<file path="src/rtl/rob_mt_pkg.sv">
package rob_mt_pkg;

    localparam int SEQ_W = 32;
    localparam int PC_W  = 32;

    typedef logic [SEQ_W-1:0] seq_t;
    typedef logic [PC_W-1:0]  pc_t;

    typedef struct packed {
        seq_t seq;
        pc_t  pc;
        pc_t  npc;
        logic rdy;
        logic sq;
    } rob_entry_t;

    // age comparison used by the head/tail pickers
    function automatic logic seq_before(input seq_t a, input seq_t b);
        return a < b;
    endfunction

endpackage

</file>
<file path="src/rtl/rob_mt_tq.sv">
module rob_mt_tq
    import rob_mt_pkg::*;
#(
    parameter int DEPTH = 8,
    localparam int AW = (DEPTH > 1) ? $clog2(DEPTH) : 1,
    localparam int CW = $clog2(DEPTH + 1)
) (
    input  logic            clk,
    input  logic            rst,
    input  logic            push,
    input  rob_entry_t      push_data,
    input  logic            pop,
    output logic [CW-1:0]   count,
    output rob_entry_t      front,
    output rob_entry_t      back
);

    rob_entry_t     slots [DEPTH];
    logic [AW-1:0]  rd_ptr;
    logic [AW-1:0]  wr_ptr;
    logic [AW-1:0]  last_ptr;

    function automatic logic [AW-1:0] bump(input logic [AW-1:0] p);
        return (p == AW'(DEPTH - 1)) ? '0 : p + 1'b1;
    endfunction

    assign last_ptr = (wr_ptr == '0) ? AW'(DEPTH - 1) : wr_ptr - 1'b1;

    always_ff @(posedge clk) begin
        if (rst) begin
            rd_ptr <= '0;
            wr_ptr <= '0;
            count  <= '0;
        end else begin
            if (push) begin
                slots[wr_ptr] <= push_data;
                wr_ptr        <= bump(wr_ptr);
            end
            if (pop) begin
                rd_ptr <= bump(rd_ptr);
            end
            count <= count + CW'(push) - CW'(pop);
        end
    end

    always_comb begin
        front = '0;
        back  = '0;
        if (count != '0) begin
            front = slots[rd_ptr];
            back  = slots[last_ptr];
        end
    end

endmodule

</file>
<file path="src/rtl/rob_mt_agesel.sv">
module rob_mt_agesel
    import rob_mt_pkg::*;
#(
    parameter int NT       = 2,
    parameter bit PICK_OLD = 1'b1,
    localparam int TW = (NT > 1) ? $clog2(NT) : 1
) (
    input  logic [NT-1:0]   cand,
    input  seq_t            key [NT],
    output logic            found,
    output logic [TW-1:0]   idx
);

    seq_t best;
    logic better [NT];

    // the comparison direction is chosen at elaboration
    for (genvar t = 0; t < NT; t++) begin : g_cmp
        if (PICK_OLD) begin : g_old
            assign better[t] = seq_before(key[t], best_at[t]);
        end else begin : g_young
            assign better[t] = seq_before(best_at[t], key[t]);
        end
    end

    seq_t best_at [NT];
    logic found_at [NT];

    always_comb begin
        found = 1'b0;
        idx   = '0;
        best  = '0;
        for (int t = 0; t < NT; t++) begin
            best_at[t]  = best;
            found_at[t] = found;
            if (cand[t] && (!found || better[t])) begin
                found = 1'b1;
                idx   = TW'(t);
                best  = key[t];
            end
        end
    end

endmodule

</file>
<file path="src/rtl/rob_mt_core.sv">
module rob_mt_core
    import rob_mt_pkg::*;
#(
    parameter int NT  = 2,
    parameter int CAP = 8,
    localparam int TW = (NT > 1) ? $clog2(NT) : 1,
    localparam int CW = $clog2(CAP + 1)
) (
    input  logic            clk,
    input  logic            rst,
    input  logic [NT-1:0]   act_mask,
    input  logic            al_valid,
    input  logic [TW-1:0]   al_tid,
    input  logic [31:0]     al_seq,
    input  logic [31:0]     al_pc,
    input  logic [31:0]     al_npc,
    input  logic            al_rdy,
    input  logic            al_sq,
    output logic            full,
    input  logic            rt_valid,
    input  logic            rt_global,
    input  logic [TW-1:0]   rt_tid,
    output logic            rt_fire,
    output logic            ghead_valid,
    output logic [TW-1:0]   ghead_tid,
    output logic [31:0]     ghead_seq,
    output logic [31:0]     ghead_pc,
    output logic [31:0]     ghead_npc,
    output logic            ghead_rdy,
    output logic            ghead_sq,
    output logic            gtail_valid,
    output logic [TW-1:0]   gtail_tid,
    output logic [31:0]     gtail_seq,
    output logic [31:0]     gtail_pc,
    output logic [31:0]     gtail_npc,
    output logic            head_ready,
    output logic            can_commit,
    input  logic [TW-1:0]   rd_tid,
    output logic            th_head_valid,
    output logic [31:0]     th_head_seq,
    output logic [31:0]     th_head_pc,
    output logic [31:0]     th_head_npc,
    output logic            th_head_rdy,
    output logic            th_head_sq,
    output logic [31:0]     th_tail_seq,
    output logic [31:0]     th_tail_pc,
    output logic [CW-1:0]   th_count,
    output logic [CW-1:0]   total_count,
    output logic [CW-1:0]   free_count
);

    rob_entry_t     q_front [NT];
    rob_entry_t     q_back  [NT];
    logic [CW-1:0]  q_count [NT];
    seq_t           front_key [NT];
    seq_t           back_key  [NT];
    logic [NT-1:0]  q_push;
    logic [NT-1:0]  q_pop;
    logic [NT-1:0]  q_busy;
    logic [NT-1:0]  q_rdy;
    logic [NT-1:0]  cand;

    rob_entry_t     new_entry;
    logic           al_ok;
    logic           al_tid_ok;
    logic           rt_tid_ok;
    logic [TW-1:0]  rt_target;
    logic [TW-1:0]  h_idx;
    logic [TW-1:0]  t_idx;
    logic           h_found;
    logic           t_found;
    rob_entry_t     h_ent;
    rob_entry_t     t_ent;
    rob_entry_t     rd_front;
    rob_entry_t     rd_back;
    logic [CW-1:0]  tot_q;

    assign new_entry = '{seq: al_seq, pc: al_pc, npc: al_npc, rdy: al_rdy, sq: al_sq};
    assign al_tid_ok = (int'(al_tid) < NT);
    assign rt_tid_ok = (int'(rt_tid) < NT);
    assign full      = (tot_q == CW'(CAP));
    assign al_ok     = al_valid && !full && al_tid_ok;

    for (genvar t = 0; t < NT; t++) begin : g_thr
        rob_mt_tq #(.DEPTH(CAP)) u_q (
            .clk       (clk),
            .rst       (rst),
            .push      (q_push[t]),
            .push_data (new_entry),
            .pop       (q_pop[t]),
            .count     (q_count[t]),
            .front     (q_front[t]),
            .back      (q_back[t])
        );
        assign q_push[t]    = al_ok && (al_tid == TW'(t));
        assign q_pop[t]     = rt_fire && (rt_target == TW'(t));
        assign q_busy[t]    = (q_count[t] != '0);
        assign q_rdy[t]     = q_front[t].rdy;
        assign front_key[t] = q_front[t].seq;
        assign back_key[t]  = q_back[t].seq;
    end

    assign cand = q_busy & act_mask;

    rob_mt_agesel #(.NT(NT), .PICK_OLD(1'b1)) u_head_sel (
        .cand  (cand),
        .key   (front_key),
        .found (h_found),
        .idx   (h_idx)
    );

    rob_mt_agesel #(.NT(NT), .PICK_OLD(1'b0)) u_tail_sel (
        .cand  (cand),
        .key   (back_key),
        .found (t_found),
        .idx   (t_idx)
    );

    assign h_ent = h_found ? q_front[h_idx] : '0;
    assign t_ent = t_found ? q_back[t_idx]  : '0;

    // retire target and acceptance
    always_comb begin
        rt_target = rt_global ? h_idx : rt_tid;
        if (rt_global) begin
            rt_fire = rt_valid && h_found && h_ent.rdy;
        end else begin
            rt_fire = rt_valid && rt_tid_ok && q_busy[rt_tid] && q_front[rt_tid].rdy;
        end
    end

    always_ff @(posedge clk) begin
        if (rst) begin
            tot_q <= '0;
        end else begin
            tot_q <= tot_q + CW'(al_ok) - CW'(rt_fire);
        end
    end

    assign rd_front = q_front[rd_tid];
    assign rd_back  = q_back[rd_tid];

    assign ghead_valid = h_found;
    assign ghead_tid   = h_found ? h_idx : '0;
    assign ghead_seq   = h_ent.seq;
    assign ghead_pc    = h_ent.pc;
    assign ghead_npc   = h_ent.npc;
    assign ghead_rdy   = h_ent.rdy;
    assign ghead_sq    = h_ent.sq;

    assign gtail_valid = t_found;
    assign gtail_tid   = t_found ? t_idx : '0;
    assign gtail_seq   = t_ent.seq;
    assign gtail_pc    = t_ent.pc;
    assign gtail_npc   = t_ent.npc;

    assign head_ready = h_found && h_ent.rdy;
    assign can_commit = |(cand & q_rdy);

    assign th_head_valid = q_busy[rd_tid];
    assign th_head_seq   = rd_front.seq;
    assign th_head_pc    = rd_front.pc;
    assign th_head_npc   = rd_front.npc;
    assign th_head_rdy   = q_busy[rd_tid] && rd_front.rdy;
    assign th_head_sq    = rd_front.sq;
    assign th_tail_seq   = rd_back.seq;
    assign th_tail_pc    = rd_back.pc;
    assign th_count      = q_count[rd_tid];

    assign total_count = tot_q;
    assign free_count  = CW'(CAP) - tot_q;

endmodule

</file>
<file path="config.mk">
export PLATFORM = sky130hd
export DESIGN_NAME = rob_mt_core
export DESIGN_NICKNAME = d
export VERILOG_FILES = /design/src/rtl/rob_mt_pkg.sv /design/src/rtl/rob_mt_tq.sv /design/src/rtl/rob_mt_agesel.sv /design/src/rtl/rob_mt_core.sv
export SDC_FILE = /design/constraint.sdc
export NUM_CORES = 2
export LEC_CHECK = 0
export BUFFER_PORTS_ARGS = -buffer_cell sky130_fd_sc_hd__buf_2
export CORE_MARGIN = 5
export CORE_UTILIZATION = 45
export DETAILED_ROUTE_END_ITERATION = 10
export PLACE_DENSITY_LB_ADDON = 0.12
export SLEW_MARGIN = 20
export SYNTH_ARGS = -nofsm -noshare
export SYNTH_HDL_FRONTEND = slang
export SYNTH_SLANG_ARGS = --single-unit
</file>
<file path="constraint.sdc">
create_clock -name clk -period 14.4 [get_ports clk]
set_clock_uncertainty 0.05 [all_clocks]
set_input_delay 2.88 -clock clk [delete_from_list [all_inputs] [get_ports clk]]
set_output_delay 2.88 -clock clk [all_outputs]
set_load 0.02 [all_outputs]
</file>
==> results.yml <==
floorplan:
  io_pins: 485
  initial_utilization_pct: 45.28
  core-area_um2: 174200
  fp.dieW_um: 428.7
  dieArea_um2: 183700
  die_h_um: 428.7
  rows: 153
logic_synthesis:
  syn_avg_cell_area_um2: 17.04
  synth-compound-area-share_pct: 3.281
  synth_top_family_by_area: "multiplexers"
  synth_top_area_share_pct: 59.70
  synthTopCellsByArea: "edfxtp_1, mux4_2, mux2i_1, nand2_1, mux2_2"
  synth_edf_count: 1568
  yosys.area_share.simple_pct: 4.681
  syn_area_um2: 78870
  synth_nets: 4832
  synthCells: 4630
  ys_ff_latch: 1598
  yosysTopAreaCell: "edfxtp_1"
  async_reset_ff_share_pct: 0
  muxShareOfSynthArea_pct: 27.83
  seq_area_frac_synth_pct: 60.46
  synthFlopType: "edfxtp_1"
  synth_xor_area_share_pct: 0.08883
  synth.distinct_cells: 58
  yosys.area_share.adder_pct: 1.520
  yosys_warnings: 0
critical_path:
  crit_arrival_ns: 8.84
  crit_cells: 22
  path_buf_inv: 7
  critPathTopFamily: "compound AO/OA/AOI/OAI gates"
  critical_path_class: "flip-flop to output pin"
  worstSetupEndpointType: "output pin"
  rr_worst_depth: 19
  cp.required_ns: 11.47
  crit_fanout: 51
  cpMostUsedCell: "buf_4"
  start_kind: "flip-flop"
  crit_chain: "inv_1 -> ha_4 -> inv_1 -> o21ai_4 -> buf_4 -> mux4_2 -> nand2_1 -> a21oi_1 -> and2_1 -> ha_1 -> a21oi_1 -> o21ai_0 -> o211ai_1 -> a31oi_1 -> or3_1 -> o22ai_1 -> a21oi_4 -> buf_4 -> clkinv_2 -> buf_4 -> a22o_1 -> buf_2"
  crit_slowest_cell: "buf_4"
  critPathMaxStageDelay_ns: 0.84
clocking:
  root_buffer: "clkbuf_16"
  hold_buffers: 0
  cts_buffers: 175
  clock-sinks: 1598
  insertion_delay_ns: 0.79
  cts_resized: 0
  clkTransAtPathRegs_ns: 0.06
  cts_buffer_depth: 3
  cts_setup_buffers: 0
  cts_tree: "yes"
  cts_max_level: 4
run:
  drv_cap: 0
finish:
  drive_above_1_share_pct: 35.09
  final_common_cell: "edfxtp_1"
  fin_util_pct: 51.44
  syn2layout_area_growth_pct: 13.62
  fin_nets: 5234
  nFillCells: 14350
  final_cell_mix: "edfxtp_1, mux4_2, nand2_1, buf_2, mux2i_1"
pwr:
  irDropWorstVdd_mv: 0.1999
  power_density_nw_per_um2: 159.9
  total_leakage_power_uw: 0.02902
min_path:
  worstHoldPathType: "flip-flop to flip-flop"
  holdPathStages: 2
timing:
  min_period_ns: 11.77
  max_slew_margin_pct: 21.74
  fmax_mhz: 84.93
  rsz0062_at_grt: "no"
  worstMarginPinSlew_ns: 1.174
  finalSetupViolations: 0
  tns_ns: 0
  hold_ws_ns: 0.4462
  finalCritPeriodShare_pct: 81.77
  hold_viol: 0
  slew_violations: 0
routing:
  drc_errors: 0
  via_count: 47110
  ant_nets: 0
  drt_wl_total_mm: 245.4
  wire_per_inst_um: 32.66
  drt-pass1-iter-count: 5
  drt_iter0_markers: 4592
  vias_per_cell: 6.271
global_route:
  gr-usage-all-layers_pct: 26.44
  antenna_found_initial: 34
  grt_pass1_vias: 48360
  grt_pass1_wl_mm: 353.0
  grt_max_degree: 119
  grt_overflow_total: 0
place:
  routabilityCongestion: 0.8193
  io_buffer_count: 484
  dp_hpwl_mm: 142.3
run_status:
  status: "finished, final reports clean"
routing by layer:
metal,wire length [um],up-vias,global-route usage (%)
met4,7595,12,8.132
met3,15360,358,4.089
met5,79,-,0
met1,97620,25200,35.16
li1,-,19670,-
met2,124700,1870,45.20
tightest hold or removal path: cells and delay by family, from the launching register on:
kind	cells	cell delay, ns
DFF	1	0.32
AOI/OAI and AO/OA	1	0.07
and+or+nand+nor	1	0.07
cell usage after synthesis (all sizes together), types with 9 or more instances:
cell,count
mux2,164
o221ai,34
nor2b,10
inv,62
o21ai,20
buf,172
clkbuf,185
a21oi,255
or3,36
a22o,63
and2,36
ha,91
dfxtp,30
nor3,12
mux4,774
edfxtp,1568
mux2i,267
nand3,12
nor4,9
nor2,239
nand2,517
final timing paths:
kind                         end                    from  slack, ns
hold / removal         flip-flop  g_thr[1].u_q.rd_ptr[2]       0.45
setup / recovery     gtail_pc[7]  g_thr[0].u_q.wr_ptr[0]       2.63
hold reg to reg        flip-flop  g_thr[1].u_q.rd_ptr[2]       0.45
setup reg to reg  total_count[1]               flip-flop       6.91
per-stage QoR:
step | total power [uW] | setup slack (ns) | instances | cell area (um^2)
final | 14330 | 2.625 | 7512 | 89610
after global routing | 14930 | 2.280 | 7506 | 89600
after CTS | 14460 | 2.591 | 7498 | 89580
after detailed placement | 10040 | 3.419 | 7180 | 83920
after global placement | 10040 | 3.422 | 7180 | 83920
after floorplan | 8196 | 3.446 | 4630 | 78870
flip-flops by register name (all words and copies together) (netlist names), named ones only:
signal	cells
g_thr.u_q.slots	1568
g_thr.u_q.count	8
g_thr.u_q.rd_ptr	6
g_thr.u_q.wr_ptr	6
total_count	4
cells by family after synthesis:
logic type / after synthesis
xor gates and xnor gates: 8
DFF: 1598
buffers and inverters: 419
AOI/OAI and AO/OA: 413
and+or+nand+nor: 893
adders and majority gates: 94
muxes: 1205
power by group:
group | internal, uW | total [uW] | switching (uW)
Combinational | 1470 | 4690 | 3220
Clock | 2590 | 4430 | 1830
Sequential | 5170 | 5220 | 43.6
final cells by class:
cell class	instances	area [um^2]	share of cell area (%)
diodes	14	35.03	0.03909
repair buffers	582	3281	3.661
inverters	62	239.0	0.2667
flip-flops and latches	1598	47710	53.24
multi-input cells	2613	29780	33.24
well taps	2325	2909	3.246
clock inverters	110	1028	1.148
clock buffers	208	4628	5.165
No activity file was read; power rests on OpenSTA's default activity.
